==> src/rtl/irqv_pkg.sv <==
package irqv_pkg;

   localparam logic [2:0] CMD_TXCLR  = 3'b101;
   localparam logic [2:0] CMD_IUSRST = 3'b111;

   typedef struct packed {
      logic rx_set;
      logic tx_set;
      logic clr;
   } vec_evt_t;

   typedef enum logic [1:0] {
      SRC_RX   = 2'd0,
      SRC_TX   = 2'd1,
      SRC_NONE = 2'd2
   } vec_src_e;

   function automatic logic [7:0] vec_code(input logic hi, input logic is_b,
                                           input vec_src_e src);
      logic [7:0] c;
      unique case (src)
         SRC_NONE: c = hi ? 8'h60 : 8'h06;
         SRC_RX:   c = is_b ? (hi ? 8'h20 : 8'h04) : (hi ? 8'h30 : 8'h0C);
         default:  c = is_b ? 8'h00 : (hi ? 8'h10 : 8'h08);
      endcase
      return c;
   endfunction

endpackage

==> src/rtl/irqv_chan_state.sv <==
module irqv_chan_state
   import irqv_pkg::*;
#(
   parameter int CMD_LSB = 3
) (
   input  logic       clk,
   input  logic       rst_n,
   input  logic       chan_rst,
   input  logic       rx_raise,
   input  logic       rx_clear,
   input  logic       tx_raise,
   input  logic       cmd_wr,
   input  logic [7:0] cmd_code,
   input  logic       tx_ien,
   input  logic [1:0] rx_mode,
   input  logic       brk_ien,
   input  logic       brk_status,
   output logic       rx_pend,
   output logic       tx_pend,
   output logic       rx_ius,
   output logic       tx_ius,
   output vec_evt_t   evt,
   output logic       irq_req
);
   localparam int CMD_MSB = CMD_LSB + 2;

   logic [2:0] fld;
   logic       cmd_txclr, cmd_iusrst;
   logic       rx_take, tx_take, rx_clr, tx_clr, rx_ok;

   always_comb begin
      fld        = cmd_code[CMD_MSB:CMD_LSB];
      cmd_txclr  = cmd_wr && (fld == CMD_TXCLR);
      cmd_iusrst = cmd_wr && (fld == CMD_IUSRST);
      rx_take    = rx_raise && !tx_ius;
      tx_take    = tx_raise && !rx_ius;
      rx_clr     = rx_clear || (cmd_iusrst && rx_ius);
      tx_clr     = cmd_txclr || (cmd_iusrst && !rx_ius && tx_ius);
      evt.rx_set = rx_take && !chan_rst;
      evt.tx_set = tx_take && !chan_rst;
      evt.clr    = (rx_clr || tx_clr) && !chan_rst;
      rx_ok      = (rx_mode == 2'b01) || (rx_mode == 2'b10);
      irq_req    = (tx_ien && tx_pend) || (rx_ok && rx_pend) ||
                   (brk_ien && brk_status);
   end

   always_ff @(posedge clk or negedge rst_n) begin
      if (!rst_n) begin
         rx_pend <= 1'b0;
         tx_pend <= 1'b0;
         rx_ius  <= 1'b0;
         tx_ius  <= 1'b0;
      end else if (chan_rst) begin
         rx_pend <= 1'b0;
         tx_pend <= 1'b0;
         rx_ius  <= 1'b0;
         tx_ius  <= 1'b0;
      end else begin
         if (rx_raise)     rx_pend <= 1'b1;
         else if (rx_clr)  rx_pend <= 1'b0;
         if (rx_take)      rx_ius  <= 1'b1;
         else if (rx_clr)  rx_ius  <= 1'b0;
         if (tx_raise)     tx_pend <= 1'b1;
         else if (tx_clr)  tx_pend <= 1'b0;
         if (tx_take)      tx_ius  <= 1'b1;
         else if (tx_clr)  tx_ius  <= 1'b0;
      end
   end

endmodule

==> src/rtl/irqv_vec_reg.sv <==
module irqv_vec_reg
   import irqv_pkg::*;
#(
   parameter logic [7:0] RST_VEC = 8'h00
) (
   input  logic       clk,
   input  logic       rst_n,
   input  logic       status_hi,
   input  vec_evt_t   evt_a,
   input  vec_evt_t   evt_b,
   output logic [7:0] vector
);
   logic [7:0] nxt;

   always_comb begin
      nxt = vector;
      if (evt_a.rx_set)               nxt = vec_code(status_hi, 1'b0, SRC_RX);
      else if (evt_a.tx_set)          nxt = vec_code(status_hi, 1'b0, SRC_TX);
      else if (evt_b.rx_set)          nxt = vec_code(status_hi, 1'b1, SRC_RX);
      else if (evt_b.tx_set)          nxt = vec_code(status_hi, 1'b1, SRC_TX);
      else if (evt_a.clr || evt_b.clr) nxt = vec_code(status_hi, 1'b0, SRC_NONE);
   end

   always_ff @(posedge clk or negedge rst_n) begin
      if (!rst_n) vector <= RST_VEC;
      else        vector <= nxt;
   end

endmodule

==> src/rtl/dual_irq_vector.sv <==
module dual_irq_vector
   import irqv_pkg::*;
#(
   parameter int         CH_CNT  = 2,
   parameter int         CMD_LSB = 3,
   parameter logic [7:0] RST_VEC = 8'h00
) (
   input  logic       clk,
   input  logic       rst_n,
   input  logic [1:0] chan_rst,
   input  logic [1:0] rx_raise,
   input  logic [1:0] rx_clear,
   input  logic [1:0] tx_raise,
   input  logic [1:0] cmd_wr,
   input  logic [7:0] cmd_code,
   input  logic [1:0] tx_ien,
   input  logic [1:0] rx_mode_a,
   input  logic [1:0] rx_mode_b,
   input  logic [1:0] brk_ien,
   input  logic [1:0] brk_status,
   input  logic       status_hi,
   output logic       irq,
   output logic [7:0] pend_reg,
   output logic [7:0] vector
);
   generate
      if (CH_CNT != 2) begin : g_bad_cnt
         $error("dual_irq_vector: vector encoding needs exactly two channels");
      end
      if (CMD_LSB < 0 || CMD_LSB > 5) begin : g_bad_cmd
         $error("dual_irq_vector: command field must fit in the command byte");
      end
   endgenerate

   logic [1:0] rx_mode_arr [CH_CNT];
   vec_evt_t   evt         [CH_CNT];
   logic [CH_CNT-1:0] rx_pend, tx_pend, rx_ius, tx_ius, irq_req;

   assign rx_mode_arr[0] = rx_mode_a;
   assign rx_mode_arr[1] = rx_mode_b;

   for (genvar g = 0; g < CH_CNT; g++) begin : g_ch
      irqv_chan_state #(.CMD_LSB(CMD_LSB)) u_ch (
         .clk        (clk),
         .rst_n      (rst_n),
         .chan_rst   (chan_rst[g]),
         .rx_raise   (rx_raise[g]),
         .rx_clear   (rx_clear[g]),
         .tx_raise   (tx_raise[g]),
         .cmd_wr     (cmd_wr[g]),
         .cmd_code   (cmd_code),
         .tx_ien     (tx_ien[g]),
         .rx_mode    (rx_mode_arr[g]),
         .brk_ien    (brk_ien[g]),
         .brk_status (brk_status[g]),
         .rx_pend    (rx_pend[g]),
         .tx_pend    (tx_pend[g]),
         .rx_ius     (rx_ius[g]),
         .tx_ius     (tx_ius[g]),
         .evt        (evt[g]),
         .irq_req    (irq_req[g])
      );
   end

   irqv_vec_reg #(.RST_VEC(RST_VEC)) u_vec (
      .clk       (clk),
      .rst_n     (rst_n),
      .status_hi (status_hi),
      .evt_a     (evt[0]),
      .evt_b     (evt[1]),
      .vector    (vector)
   );

   assign irq      = |irq_req;
   assign pend_reg = {2'b00, rx_pend[0], tx_pend[0], 1'b0, rx_pend[1], tx_pend[1], 1'b0};

endmodule

==> config.mk <==
export PLATFORM = sky130hd
export DESIGN_NAME = dual_irq_vector
export DESIGN_NICKNAME = d
export VERILOG_FILES = /design/src/rtl/irqv_pkg.sv /design/src/rtl/irqv_chan_state.sv /design/src/rtl/irqv_vec_reg.sv /design/src/rtl/dual_irq_vector.sv
export SDC_FILE = /design/constraint.sdc
export NUM_CORES = 1
export LEC_CHECK = 0
export ABC_AREA = 1
export CORE_MARGIN = 2
export CORE_UTILIZATION = 41
export CTS_CLUSTER_SIZE = 30
export DETAILED_ROUTE_END_ITERATION = 7
export PLACE_DENSITY_LB_ADDON = 0.15
export SLEW_MARGIN = 30
export SYNTH_ARGS = -nofsm -noshare
export SYNTH_HDL_FRONTEND = slang
export SYNTH_SLANG_ARGS = --single-unit
==> constraint.sdc <==
create_clock -name clk -period 1.6 [get_ports clk]
set_input_delay 0.32 -clock clk [delete_from_list [all_inputs] [get_ports clk]]
set_output_delay 0.32 -clock clk [all_outputs]
set_load 0.02 [all_outputs]
; ---- Word-level counts from Yosys, hierarchy flattened
; Index checks and enable logic that the tools add are counted.
; W data, S select, Z words.
[word_totals]
ff_bits = 16
in_bits = 31
out_inout_bits = 17
elab_cells = 99
[classes]
eq_ne = 6
n_mux = 29
n_reduce_logical = 55
[op_table]
columns = op, n
row1 = $mux W8, 5
row2 = $logic_and A1 B1 Y1, 26
row3 = $reduce_bool A3 Y1, 8
row4 = $mux W1, 20
row5 = $logic_or A1 B1 Y1, 13
row6 = $mux W6, 2
row7 = $mux W7, 1
row8 = $eq A3 B3 Y1 const B, 2
row9 = $logic_not A1 Y1, 6
row10 = $mux W5, 1
row11 = $reduce_bool A5 Y1, 1
row12 = $eq A2 B1 Y1 const B, 2
row13 = $eq A2 B2 Y1 const B, 2
row14 = $reduce_or A2 Y1, 1

; ---- Longest topological paths before layout
; Gate-level depths: netlist (run 1).
[logic_depth]
ltp_word = 13
ltp_mapped = 9
mapped_depth_nobuf = 9

; ---- By module
; A second synthesis (run 1) with hierarchy kept.
[hier_totals]
cells_unflattened = 126
hier_area_um2 = 860.8
[modules_own_cells]
columns = mod, instances, cells_each, area_per_inst_um2, seq_area_each_um2
row1 = irqv_chan_state, 2, 37, 247.7, 100.1
row2 = irqv_vec_reg, 1, 44, 320.3, 150.1
row3 = dual_irq_vector, 1, 8, 45.0, 0.0

; ---- Worst setup path after synthesis (run 1)
; No wires, ideal clock.
[synth_path]
path_kind = reg2out
from = register g_ch[0].u_ch.tx_pend
to = output port irq
arrival_time_ps = 880
required_ps = 1280
setup_slack_ps = 400
stages_incl_launch_ff = 5
n_path_buf = 0
cell_sequence = dfrtp_1 -> nand2_1 -> nand2_1 -> a221oi_1 -> nand3_1
[synth_via]
elab_chain_len = 4
[synth_lines]
columns = element, line
row1 = start: declaration, irqv_chan_state.sv:19  ; output logic tx_pend,
row2 = start signal: assignment, irqv_chan_state.sv:50  ; tx_pend <= 1'b0;
row3 = start signal: assignment, irqv_chan_state.sv:55  ; tx_pend <= 1'b0;
row4 = start signal: assignment, irqv_chan_state.sv:63  ; if (tx_raise) tx_pend <= 1'b1;
row5 = $logic_and A1 B1 Y1, irqv_chan_state.sv:43  ; irq_req = (tx_ien && tx_pend) || (rx_ok && rx_pend) ||
row6 = $logic_or A1 B1 Y1 (2 in series), irqv_chan_state.sv:43
row7 = $reduce_or A2 Y1, dual_irq_vector.sv:74  ; assign irq = |irq_req;
row8 = end: declaration, dual_irq_vector.sv:22  ; output logic irq,
; Every way passes these cells.

; ---- Final worst setup path (run 1)
[layout_path]
from = input port brk_ien[0]
to = output port irq
[layout_via]
elab_chain_len = 3
[layout_lines]
columns = element, line
row1 = start: declaration, dual_irq_vector.sv:19  ; input logic [1:0] brk_ien,
row2 = $logic_and A1 B1 Y1, irqv_chan_state.sv:44  ; (brk_ien && brk_status);
row3 = $logic_or A1 B1 Y1, irqv_chan_state.sv:43
row4 = $reduce_or A2 Y1, dual_irq_vector.sv:74
; Every way passes these cells.

==> flow_metrics.tcl, run 1 <==
set metrics [dict create \
    status "complete, no violations" \
    clock_sinks 14 \
    post-route-period-util 0.986 \
    cts_buffers 3 \
    rsz0062_at_grt "true" \
    clk_pin_slew_ns 0.09 \
    r2r-start "g_ch[1].u_ch.rx_ius" \
    seqCellArea_um2 350 \
    syn2layout_area_growth_pct 52.2 \
    p_leak_nw 0.816 \
    fillers 173 \
    maxCapViolCount 0 \
    syn_avg_cell_area_um2 7.93 \
    hold_violations 0 \
    gr-total-overflow 0 \
    final_area_um2 1360 \
    gp_congestion 0.741 \
    dieArea_um2 2580 \
    multi_input_area_um2 440 \
    grt_pass1_wl_um 3370 \
    ys_seq_area_frac 0.391 \
    cts_tree "done" \
    clkLatencyLatePin_ns 0.28 \
    p_clk_frac 0.257 \
    slowest_stage "clkdlybuf4s50_1" \
    crit_type "in -> out" \
    drt_first_pass_iters 4 \
    p_int_mw 0.682 \
    yosys_warnings 0 \
    viasPerCell 4.64 \
    placed_cells 180 \
    numPortBuffers 36 \
    fin_tns_setup_ns 0 \
    power.density_nw_per_um2 721 \
    synth_seq_cells 14 \
    vias 854 \
    crit_path_end_kind "primary output" \
    synth.area.top_cells "dfrtp_1, nand2_1, buf_4, nand4_1, nand3_2" \
    initial_core_util 0.447 \
    antenna_left 0 \
    finalWorstSetupSlack_ns 0.0223 \
    clock.fmax_mhz 634 \
    grt_util_all_layers 0.173 \
    wl_um 1980 \
    htreeDepth 1 \
    grt_pass1_vias 841 \
    first_iter_violations 20 \
    dp_slack_ns -0.415 \
    cp_max_fo 1 \
    cpPeakStageDelay_ns 0.41 \
    die-width_um 50.7 \
    clk_path_buf_depth 2 \
    nets 189 \
    rows 16 \
    power_frac_comb 0.329 \
    final_cells 184 \
    setup_viol 0 \
    ys_types 21 \
    synth_area_leader_cell "dfrtp_1" \
    critPathLaunchType "primary input" \
    pwr-share-seq 0.414 \
    ir_worst_vdd_uv 612 \
    grt_max_degree 15 \
    antenna_found_initial 0 \
    dieHeight_um 50.7 \
    dpl.hpwl_um 1620 \
    post-route-util 0.681 \
    fin_skew_ns 0.00887 \
    swShare 0.306 \
    post_drt_wl_per_cell_um 10.8 \
    p_switching_mw 0.301 \
    arrival_ns 1.26 \
    cp-startpoint "brk_ien[0]" \
    report.final.slew_viol_count 0 \
    ios 48 \
    synth_top_area_frac 0.391 \
    hp-class "in -> async" \
    cts_hold_buf 0 \
    min_period_ns 1.58 \
    diodes 0 \
    cts-root-buf "clkbuf_4" \
    cts_setup_buffers 0 \
    synthCells 113 \
    postPlaceCellArea_um2 1300 \
    drc 0 \
    synthesis.area_um2 896 \
    crit_required_ns 1.28 \
    core_um2 2000 \
    drive_gt1_frac 0.197 \
    crit_chain "clkdlybuf4s50_1 > a221oi_2 > nand3_1 > buf_6" \
]
[layout by cell type (no fill, tap or decap)]
cell type	netlist	routed
nor2_8	1	1
inv_4	1	1
o31ai_1	2	2
nand2_4	2	2
conb_1	1	6
nand4_1	7	7
clkdlybuf4s50_1	0	23
inv_2	4	4
nand3_1	7	7
a21boi_0	1	1
buf_4	10	9
xor2_1	1	1
buf_6	0	1
nand3_2	4	4
dlygate4sd2_1	0	3
inv_1	9	9
nand2_1	32	32
a221oi_2	0	1
nor2_1	7	7
clkbuf_4	0	3
dfrtp_1	14	14
o21ai_0	1	1
a21oi_1	4	4
nand3b_4	1	1
dlymetal6s2s_1	0	9
clkbuf_8	0	1
nand2_2	3	3
[timing repair]
item / CTS / global route
resized for setup: 7 / 12
hold endpoints to repair: 0 / 0
setup endpoints to repair: 4 / 8
pin swaps: 0 / 4
[path summary, 6_finish.rpt]
kind                                             to  slack, ns  depth (start not counted)
worst min register to register      u_vec.vector[4]       0.53                          2
worst min-delay path                u_vec.vector[6]       0.35                          2
worst max register to register      u_vec.vector[1]       0.42                          9
max in group asynchronous       g_ch[1].u_ch.rx_ius       1.07                          2
min in group clk                    u_vec.vector[4]       0.53                          2
worst max-delay path                            irq       0.02                          4
[critical path, delay by kind of cell]
| family | cells | cell delay, ns |
|---|---|---|
| buffers and inverters | 2 | 0.56 |
| AOI/OAI and AO/OA | 1 | 0.26 |
| and+or+nand+nor | 1 | 0.12 |
[logic make-up after synthesis]
| group | Yosys count | share of synthesized area |
|---|---|---|
| AOI/OAI and AO/OA | 9 | 0.0628 |
| xor gates and xnor gates | 1 | 0.00978 |
| buffers and inverters | 24 | 0.145 |
| DFF | 14 | 0.391 |
| other | 1 | 0.00419 |
| and+or+nand+nor | 64 | 0.387 |
[through the flow]
step | power [mW] | hold slack (ns)
floorplan | 0.598 | 0.0244
global placement | 0.741 | 0.506
detailed placement | 0.746 | 0.517
CTS | 0.996 | 0.347
global route | 1.05 | 0.360
finish | 0.984 | 0.351
[final cells by class]
cell class,count,area share
timing repair buffer,45,0.328
inverter,14,0.0404
multi-input combinational,80,0.323
tap,27,0.0248
clock buffer,4,0.0266
sequential,14,0.257
[power by group through the flow]
| stage | registers (mW) | clock network, mW | logic, mW |
|---|---|---|---|
| after floorplan | 0.435 | 0 | 0.163 |
| after global placement | 0.415 | 0 | 0.327 |
| after detailed placement | 0.416 | 0 | 0.331 |
| after CTS | 0.408 | 0.262 | 0.325 |
| after global routing | 0.413 | 0.281 | 0.353 |
| final | 0.407 | 0.253 | 0.323 |
[flip-flops by register name, indices dropped and copies added (netlist names)]
register,flops
g_ch.u_ch.rx_ius,2
g_ch.u_ch.tx_pend,2
u_vec.vector,6
g_ch.u_ch.tx_ius,2
g_ch.u_ch.rx_pend,2
[cells in the mapped netlist, drive strengths merged]
cell type,number
nand2,37
dfrtp,14
inv,14
nand3,11
buf,10
nor2,8
nand4,7
a21oi,4
o31ai,2
a21boi,1
a221oi,1
conb,1
nand3b,1
o21ai,1
xor2,1
[layer usage]
metal,share of wire,vias to the layer above,wire length [µm],GRT usage
li1,-,441,-,-
met1,0.43,385,852,0.205
met2,0.51,26,1000,0.289
met3,0.055,2,109,0.0655
met4,0.0076,0,15,0.0541
met5,0,-,0,0
Power figures use the tool's default switching activity.
==> run 2, diff against run 1 <==
CTS_CLUSTER_DIAMETER = 50   (was default)
==> results of run 2 <==
No change in the layout: final DEF, timing and power equal those of run 1.
